## src/rtl/aud_clkgen_pkg.sv

```systemverilog
package aud_clkgen_pkg;

    typedef enum logic {
        FMT_I2S = 1'b0,
        FMT_PCM = 1'b1
    } fmt_e;

    typedef struct packed {
        logic mck_on;
        logic wide;
        fmt_e fmt;
    } mode_t;

    localparam int RATIO_W = 4;
    localparam int MCNT_W  = RATIO_W - 1;
    localparam int FRAME_W = 7;
    localparam int BCNT_W  = FRAME_W - 1;

    function automatic logic [RATIO_W-1:0] mclk_ratio(input logic wide);
        return wide ? RATIO_W'(4) : RATIO_W'(8);
    endfunction

    function automatic logic [FRAME_W-1:0] frame_bits(input fmt_e fmt, input logic wide);
        logic [FRAME_W-1:0] base;
        base = (fmt == FMT_PCM) ? FRAME_W'(16) : FRAME_W'(32);
        return wide ? (base << 1) : base;
    endfunction

endpackage

```

## src/rtl/aud_clkgen_cfg.sv

```systemverilog
module aud_clkgen_cfg
    import aud_clkgen_pkg::*;
#(
    parameter int DIV_W = 8,
    localparam int N_W = DIV_W + 1
) (
    input  logic           clk,
    input  logic           rst,
    input  logic           en,
    input  logic [DIV_W-1:0] div_in,
    input  logic           odd_in,
    input  mode_t          mode_in,
    output logic [N_W-1:0] ratio_q,
    output mode_t          mode_q,
    output logic           err_q
);

    logic [N_W-1:0] ratio_in;
    assign ratio_in = {div_in, 1'b0} + N_W'(odd_in);

    always_ff @(posedge clk) begin
        if (rst) begin
            ratio_q <= '0;
            mode_q  <= '0;
            err_q   <= 1'b1;
        end else if (!en) begin
            ratio_q <= ratio_in;
            mode_q  <= mode_in;
            err_q   <= (ratio_in < N_W'(2));
        end
    end

    AST_CFG_FROZEN: assert property (@(posedge clk) disable iff (rst)
        (en && $past(en) && !$past(rst)) |-> ($stable(ratio_q) && $stable(mode_q) && $stable(err_q)))
        else $error("config changed while enabled");

    AST_ERR_MATCH: assert property (@(posedge clk) disable iff (rst)
        (!$past(en) && !$past(rst)) |-> (err_q == (ratio_q < N_W'(2))))
        else $error("error flag disagrees with ratio");

endmodule

```

## src/rtl/aud_clkgen_presc.sv

```systemverilog
module aud_clkgen_presc #(
    parameter int N_W = 9
) (
    input  logic           clk,
    input  logic           rst,
    input  logic           run,
    input  logic [N_W-1:0] ratio,
    output logic           hi,
    output logic           wrap
);

    logic [N_W-1:0] pcnt;
    logic [N_W:0]   half;

    assign half = ({1'b0, ratio} + (N_W+1)'(1)) >> 1;
    assign hi   = ({1'b0, pcnt} < half);
    assign wrap = run && (pcnt == ratio - N_W'(1));

    always_ff @(posedge clk) begin
        if (rst || !run) begin
            pcnt <= '0;
        end else if (wrap) begin
            pcnt <= '0;
        end else begin
            pcnt <= pcnt + N_W'(1);
        end
    end

    AST_PCNT_BOUND: assert property (@(posedge clk) disable iff (rst)
        run |-> (pcnt < ratio))
        else $error("prescaler count out of range");

endmodule

```

## src/rtl/aud_clkgen_framer.sv

```systemverilog
module aud_clkgen_framer
    import aud_clkgen_pkg::*;
(
    input  logic  clk,
    input  logic  rst,
    input  logic  run,
    input  mode_t mode,
    input  logic  hi,
    input  logic  wrap,
    output logic  mclk_q,
    output logic  bclk_q,
    output logic  ws_q
);

    logic [MCNT_W-1:0]  mcnt;
    logic [BCNT_W-1:0]  bitcnt;
    logic [RATIO_W-1:0] ratio;
    logic [FRAME_W-1:0] fbits;
    logic               m_last;
    logic               btick;
    logic               b_last;
    logic               mclk_d, bclk_d, ws_d;

    assign ratio  = mclk_ratio(mode.wide);
    assign fbits  = frame_bits(mode.fmt, mode.wide);
    assign m_last = ({1'b0, mcnt} == ratio - RATIO_W'(1));
    assign btick  = mode.mck_on ? (wrap && m_last) : wrap;
    assign b_last = ({1'b0, bitcnt} == fbits - FRAME_W'(1));

    always_ff @(posedge clk) begin
        if (rst || !run) begin
            mcnt   <= '0;
            bitcnt <= '0;
        end else begin
            if (wrap) begin
                mcnt <= m_last ? '0 : mcnt + MCNT_W'(1);
            end
            if (btick) begin
                bitcnt <= b_last ? '0 : bitcnt + BCNT_W'(1);
            end
        end
    end

    always_comb begin
        mclk_d = mode.mck_on && hi;
        bclk_d = mode.mck_on ? ({1'b0, mcnt} < (ratio >> 1)) : hi;
        if (mode.fmt == FMT_PCM) begin
            ws_d = (bitcnt == '0);
        end else begin
            ws_d = ({1'b0, bitcnt} >= (fbits >> 1));
        end
    end

    always_ff @(posedge clk) begin
        if (rst || !run) begin
            mclk_q <= 1'b0;
            bclk_q <= 1'b0;
            ws_q   <= 1'b0;
        end else begin
            mclk_q <= mclk_d;
            bclk_q <= bclk_d;
            ws_q   <= ws_d;
        end
    end

    AST_MCLK_GATED: assert property (@(posedge clk) disable iff (rst)
        !mode.mck_on |-> !mclk_q)
        else $error("master clock active while disabled");

    AST_RESTART: assert property (@(posedge clk) disable iff (rst)
        $rose(run) |-> (mcnt == '0 && bitcnt == '0))
        else $error("counters not at zero on enable");

endmodule

```

## src/rtl/aud_clkgen.sv

```systemverilog
module aud_clkgen
    import aud_clkgen_pkg::*;
#(
    parameter int DIV_W = 8
) (
    input  logic             clk,
    input  logic             rst,
    input  logic             en,
    input  logic [DIV_W-1:0] div_in,
    input  logic             odd_in,
    input  logic             mck_en,
    input  logic             chlen,
    input  logic             pcm_sel,
    output logic             mclk,
    output logic             bclk,
    output logic             ws,
    output logic             cfg_err
);

    localparam int N_W = DIV_W + 1;

    mode_t          mode_in, mode_q;
    logic [N_W-1:0] ratio_q;
    logic           err_q;
    logic           run;
    logic           hi, wrap;

    assign mode_in = '{mck_on: mck_en, wide: chlen, fmt: fmt_e'(pcm_sel)};
    assign run     = en && !err_q;
    assign cfg_err = err_q;

    aud_clkgen_cfg #(.DIV_W(DIV_W)) u_cfg (
        .clk     (clk),
        .rst     (rst),
        .en      (en),
        .div_in  (div_in),
        .odd_in  (odd_in),
        .mode_in (mode_in),
        .ratio_q (ratio_q),
        .mode_q  (mode_q),
        .err_q   (err_q)
    );

    aud_clkgen_presc #(.N_W(N_W)) u_presc (
        .clk   (clk),
        .rst   (rst),
        .run   (run),
        .ratio (ratio_q),
        .hi    (hi),
        .wrap  (wrap)
    );

    aud_clkgen_framer u_framer (
        .clk    (clk),
        .rst    (rst),
        .run    (run),
        .mode   (mode_q),
        .hi     (hi),
        .wrap   (wrap),
        .mclk_q (mclk),
        .bclk_q (bclk),
        .ws_q   (ws)
    );

    AST_ERR_QUIET: assert property (@(posedge clk) disable iff (rst)
        cfg_err |-> (!mclk && !bclk && !ws))
        else $error("clocks running with illegal ratio");

    AST_DISABLE_LOW: assert property (@(posedge clk) disable iff (rst)
        (!$past(en) && !$past(rst)) |-> (!mclk && !bclk && !ws))
        else $error("outputs active after disable");

endmodule

```

## config.mk

```make
export PLATFORM = sky130hd
export DESIGN_NAME = aud_clkgen
export DESIGN_NICKNAME = d
export VERILOG_FILES = /design/src/rtl/aud_clkgen_pkg.sv /design/src/rtl/aud_clkgen_cfg.sv /design/src/rtl/aud_clkgen_presc.sv /design/src/rtl/aud_clkgen_framer.sv /design/src/rtl/aud_clkgen.sv
export SDC_FILE = /design/constraint.sdc
export NUM_CORES = 1
export LEC_CHECK = 0
export BUFFER_PORTS_ARGS = -buffer_cell sky130_fd_sc_hd__buf_2
export CAP_MARGIN = 20
export CORE_UTILIZATION = 62
export CTS_BUF_LIST = sky130_fd_sc_hd__clkbuf_4 sky130_fd_sc_hd__clkbuf_8
export DETAILED_ROUTE_END_ITERATION = 8
export MAX_ROUTING_LAYER = met4
export PLACE_DENSITY_LB_ADDON = 0.2
export SLEW_MARGIN = 10
export SYNTH_ARGS = -nofsm -noshare
export SYNTH_HDL_FRONTEND = slang
export SYNTH_SLANG_ARGS = --single-unit
```

## constraint.sdc

```tcl
create_clock -name clk -period 3.3 [get_ports clk]
set_clock_uncertainty 0.05 [all_clocks]
set_input_delay 0.66 -clock clk [delete_from_list [all_inputs] [get_ports clk]]
set_output_delay 0.66 -clock clk [all_outputs]
set_load 0.05 [all_outputs]
```

======== Yosys cells after proc, flatten, opt, wreduce, memory -nomap -nowiden ========
Index checks and enable logic that the tools add are counted.
word-level totals
  memories kept ........................... 0
  register bits ........................... 34
  ROM bits ................................ 0
  RAM bits ................................ 0
  latch bits .............................. 0
  output and inout port bits .............. 4
cells by class
  equal/unequal tests ..................... 3
  add/subtract/negate cells ............... 8
  order comparisons ....................... 4
  muxes and demuxes ....................... 8
  divide/modulo/power cells ............... 0
  reductions and logical operators ........ 9
  shift operators ......................... 0
  bitwise operators ....................... 0
  $mul .................................... 0
operators by type and width
  kind                    number
  $mux W6                 2
  $add A9 B1 Y10 const B  1
  $add A9 B1 Y9           1
  $add A9 B1 Y9 const B   1
  $eq A9 B9 Y1            1
  $lt A9 B2 Y1 const B    1
  $lt A9 B9 Y1            1
  $sub A9 B1 Y9 const B   1
  $eq A6 B7 Y1            1
  $mux W7                 1
  $sub A7 B1 Y7 const B   1
  $add A6 B1 Y6 const B   1
  $ge A6 B6 Y1            1
  $logic_not A6 Y1        1
  $eq A3 B4 Y1            1
  $logic_and A1 B1 Y1     4
  $mux W4                 1
  $sub A4 B1 Y4 const B   1
  $add A3 B1 Y3 const B   1
  $lt A3 B3 Y1            1
  $mux W1                 3
  $mux W3                 1
  $logic_not A1 Y1        2
  $reduce_or A2 Y1        1
  $logic_or A1 B1 Y1      1

======== Depth between registers and ports, before layout ========
  depth after elaboration ................. 5
  depth in mapped cells ................... 11

======== Hierarchy ========
A second synthesis with hierarchy kept.
second synthesis, totals
  cells, all modules ...................... 254
  area total of the unflattened synthesis .. 2200.9 µm²
by module, submodules not included
  module             area each (µm²)  cells an instance  times used  seq. area each (µm²)
  aud_clkgen_presc   1007.2           127                1           180.2
  aud_clkgen_framer  713.2            82                 1           240.2
  aud_clkgen_cfg     466.7            44                 1           260.2
  aud_clkgen         13.8             1                  1           0.0

======== Worst setup path after synthesis ========
Ideal clock, no wire load.
  kind .................................... register -> register
  start ................................... reg u_cfg.ratio_q[0]
  end ..................................... reg u_framer.mcnt[2]
  buffers on the path ..................... 3
  required time ........................... 3.134 ns
  stages on the path, launching flop included .. 12
  setup slack ............................. 0.918 ns
  arrival time ............................ 2.216 ns
  setup time .............................. 0.116 ns
  cell sequence ........................... dfxtp_1 > buf_2 > inv_1 > ha_1 > or4b_1 > buf_2 > nor3_2 > o211ai_1 > a211oi_2 > buf_6 > a21oi_1 > a31o_1
on the way
  longest elaborated chain between the ends .. 3
ends and longest elaborated chain
  element                 line                     source
  from (decl)             aud_clkgen_cfg.sv:13     output logic [N_W-1:0] ratio_q,
  from (signal assigned)  aud_clkgen_cfg.sv:27     ratio_q <= ratio_in;
  $sub A9 B1 Y9           aud_clkgen_presc.sv:17   assign wrap = run && (pcnt == ratio - N_W'(1));
  $eq A9 B9 Y1            aud_clkgen_presc.sv:17
  $logic_and A1 B1 Y1     aud_clkgen_presc.sv:17
  to (signal assigned)    aud_clkgen_framer.sv:36  mcnt <= m_last ? '0 : mcnt + MCNT_W'(1);
  to (decl)               aud_clkgen_framer.sv:15  logic [MCNT_W-1:0] mcnt;
No other way between the ends.
A chain may end at the register's enable or synchronous reset.

======== Final worst setup path ========
  start ................................... reg u_cfg.ratio_q[0]
  end ..................................... reg u_presc.pcnt[4]
on the way
  longest elaborated chain between the ends .. 4
ends and longest elaborated chain
  element                     line                    source
  $sub A9 B1 Y9               aud_clkgen_presc.sv:17
  $eq A9 B9 Y1                aud_clkgen_presc.sv:17
  $logic_and A1 B1 Y1         aud_clkgen_presc.sv:17
  $reduce_or A2 Y1 (no line)  -
  to (signal assigned)        aud_clkgen_presc.sv:25  pcnt <= pcnt + N_W'(1);
  to (decl)                   aud_clkgen_presc.sv:12  logic [N_W-1:0] pcnt;
No other way between the ends.

==> reports/qor.csv <==
stage,metric,value,unit
status,status,"finished, final reports clean",
finish,FILL cells,290,
logic_synthesis,top-count cell post-synth,nor2_1,
logic_synthesis,compound-gate portion of the synthesized area,12.1,%
place,HPWL after detailed placement,3180,um
logic_synthesis,Post-Synth Simple-Gate Area,22.2,%
finish,Sequential Area,681,um^2
logic_synthesis,largest family of logic cells by synthesized area,simple AND/OR/NAND/NOR gates,
floorplan,Core ar.,3420,um^2
power_and_ir_drop,combinational fraction of design power,15.2,%
grt,initial antenna violation count,0,
logic_synthesis,post-synthesis register bit count,34,
logic_synthesis,Synth Area in Adders,11.6,%
timing,period utilization,79.8,%
logic_synthesis,Syn Inst Count,263,
cts,clock transition at the registers of the reported paths,0.10,ns
worst_setup_path,crit start category,flop,
cts,clock latency at the later pin of the worst-skew pair,0.34,ns
timing,Period minus WS final,2.63,ns
route,Avg Vias per Cell,5.61,
logic_synthesis,Yosys top cell by area,dfxtp_1,
power_and_ir_drop,Seq pwr share,54.4,%
grt,total global-route track usage,25.9,%
hold_path,Tightest Hold Check Type,reg -> reg,
place,RD Place Congestion,0.949,
worst_setup_path,crit-path max FO,13,
timing,WHS,0.460,ns
logic_synthesis,mux contribution to synthesized area,7.52,%
logic_synthesis,async set-or-reset flop fraction in the synthesized netlist,0,%
timing,sum of negative setup slack,0,ns
logic_synthesis,post-synth net total,299,
finish,post-route cell area,2410,um^2
timing,f_max,380,MHz
power_and_ir_drop,P_int,590,uW
grt,first-pass GRT wire length,7810,um
floorplan,Die H,62.4,um
grt,pin count of the biggest net entering global routing,16,
cts,CTS tree,built,
logic_synthesis,area share of the largest cell type after synthesis,30.1,%
timing,Final Hold Fails,0,
timing,RSZ-0062 raised after global routing,false,
grt,grt ovf,0,
worst_setup_path,CP Class,reg -> reg,
logic_synthesis,Synth Cell Area,2260,um^2
route,number of routed nets with antenna violations,0,
finish,ant diodes,0,
finish,Nets,311,
cts,worst-case clock buffer depth,2,
logic_synthesis,"Seq/Total Area, Yosys",30.1,%
finish,Layout Area Growth over Synthesis,6.69,%
cts,CTS Root Cell,clkbuf_4,
cts,total clock sinks,34,
grt,number of global-route vias before repair,1698,
floorplan,die area,3890,um^2
worst_setup_path,CP Capture Type,flop,
route,final wirelength,4250,um
place,IO Port Bufs,18,
power_and_ir_drop,Peak VDD IR,0.318,mV
finish,layout cells sized above 1,14.1,%
logic_synthesis,XOR/XNOR share of the synthesized area,11.2,%
logic_synthesis,ys flop type,dfxtp_1,
power_and_ir_drop,Tot Pwr,813,uW
timing,setup violators final,0,
logic_synthesis,Avg Inst Size Synth,8.60,um^2
power_and_ir_drop,Power Density,337,nW/um^2
logic_synthesis,Yosys Warn Count,0,
worst_setup_path,CP Data Arrival Time,2.81,ns
cts,CTS Hold Bufs,0,
route,DRC Markers,0,
power_and_ir_drop,switching fraction of total power,27.5,%
logic_synthesis,ranking of synthesized cells by area,"dfxtp_1 (30%), ha_1 (12%), mux2i_1 (7.5%)",
place,post-place instance area,2350,um^2
logic_synthesis,Unique masters post-synth,50,
cts,Num CTS Buffers,5,
flow_run,Max Cap Viol,0,
worst_setup_path,slowest CP cell,or4b_1,
logic_synthesis,Post-synth EDFFs,0,
timing,Slew HR,68.4,%
worst_setup_path,CP Cell Sequence,inv_1 -> ha_1 -> or4b_1 -> nor3_2 -> o211ai_1 -> a211oi_2 -> buf_4 -> nand2b_1 -> nor2_1,
floorplan,Std-Cell Rows,21,
route,via count,1805,
worst_setup_path,max incr delay on CP,0.57,ns
power_and_ir_drop,NetSw,223,uW
timing,"Slew Viols, Final",0,
floorplan,Initial Util,66.2,%
worst_setup_path,CP required,3.47,ns
floorplan,DIE WIDTH,62.4,um
route,DR pass1 iterations,4,
cts,Post-CTS Resized,0,
place,placed instance count,314,
cts,depth of the CTS H-tree,2,
timing,Slew @ Worst Pin,0.475,ns
finish,"Cell Count, Final, Fillers Out",322,
logic_synthesis,synth cell count leaders,"nor2_1 (37), dfxtp_1 (34), ha_1 (21), mux2i_1 (17), xor2_1 (17)",
route,Wirelength per Cell,13.2,um
power_and_ir_drop,Clock power frac,30.4,%
cts,buffer count from post-CTS setup fixing,0,
finish,Multi-input gate area,1460,um^2
floorplan,io pins,19,
route,Starting DRT DRC Count,82,
power_and_ir_drop,P_leak,1.06,nW
worst max-delay path: cells and delay by family (launching register included):
family,cells,cell delay [ns]
compound gates,2,0.34
fa+ha+maj,1,0.19
buf+inv,2,0.34
flops,1,0.40
simple gates,4,1.20
layout make-up:
type	instances	area share, %
Sequential cell	34	28.2
Clock buffer	7	2.44
Multi-Input combinational cell	202	60.5
Inverter	12	1.87
Timing Repair Buffer	20	4.35
Tap cell	46	2.38
Clock inverter	1	0.207
layer usage:
metal  track usage (%)  vias up  share of wire [%]
met5                 -        -                  0
met4              9.59        0                1.5
met3              4.93        8                3.3
met2              36.7       36                 42
met1              36.4      820                 53
li1                  -      941                  -
stage by stage:
step                setup WS (ns)  util, %
floorplan                   0.918        -
global placement            0.777     68.8
detailed placement          0.687     68.8
CTS                         0.669     70.7
global route                0.480     70.7
finish                      0.666     70.7
sequential cells by signal, summed over array words and instances (netlist names):
signal and flops:
u_framer.ws_q 1, u_cfg.ratio_q 9, u_framer.mcnt 3, u_framer.bclk_q 1, u_cfg.err_q 1, u_framer.mclk_q 1, u_cfg.mode_q 3, u_framer.bitcnt 6
u_presc.pcnt 9
power groups by stage:
stage | sequential [mW] | clock (mW) | combinational, mW
final | 0.443 | 0.247 | 0.123
after detailed placement | 0.452 | 0 | 0.122
after global routing | 0.446 | 0.272 | 0.139
after CTS | 0.442 | 0.253 | 0.123
after floorplan | 0.444 | 0 | 0.103
after global placement | 0.451 | 0 | 0.121
placed cells by master (no fill, tap or decap), types with 6 or more instances in the layout:
| master | synthesis | final |
|---|---|---|
| xor2_1 | 17 | 17 |
| mux2i_1 | 17 | 17 |
| a21oi_1 | 6 | 6 |
| buf_2 | 3 | 18 |
| xnor2_1 | 10 | 10 |
| nand2_1 | 16 | 16 |
| dfxtp_1 | 34 | 34 |
| nand3_1 | 11 | 11 |
| ha_1 | 21 | 21 |
| nor2_1 | 37 | 37 |
| inv_1 | 12 | 12 |
| clkbuf_4 | 0 | 6 |
path summary, 6_finish.rpt:
path                                         from                              end  slack [ns]  cells past startpoint
setup reg to reg    u_cfg.ratio_q[0]$_SDFFE_PP0N_       u_presc.pcnt[4]$_SDFF_PP0_        0.67                      9
setup / recovery    u_cfg.ratio_q[0]$_SDFFE_PP0N_       u_presc.pcnt[4]$_SDFF_PP0_        0.67                      9
hold / removal    u_framer.bitcnt[1]$_SDFFE_PP0P_  u_framer.bitcnt[1]$_SDFFE_PP0P_        0.46                      2
hold reg to reg   u_framer.bitcnt[1]$_SDFFE_PP0P_  u_framer.bitcnt[1]$_SDFFE_PP0P_        0.46                      2
cell families after synthesis:
logic type                 after synthesis
DFF                                     34
buffers and inverters                   27
muxes                                   17
and+or+nand+nor                        100
xor gates and xnor gates                28
AOI/OAI and AO/OA                       36
adders and majority gates               21
Note: power is estimated with default switching activity, not from simulation.
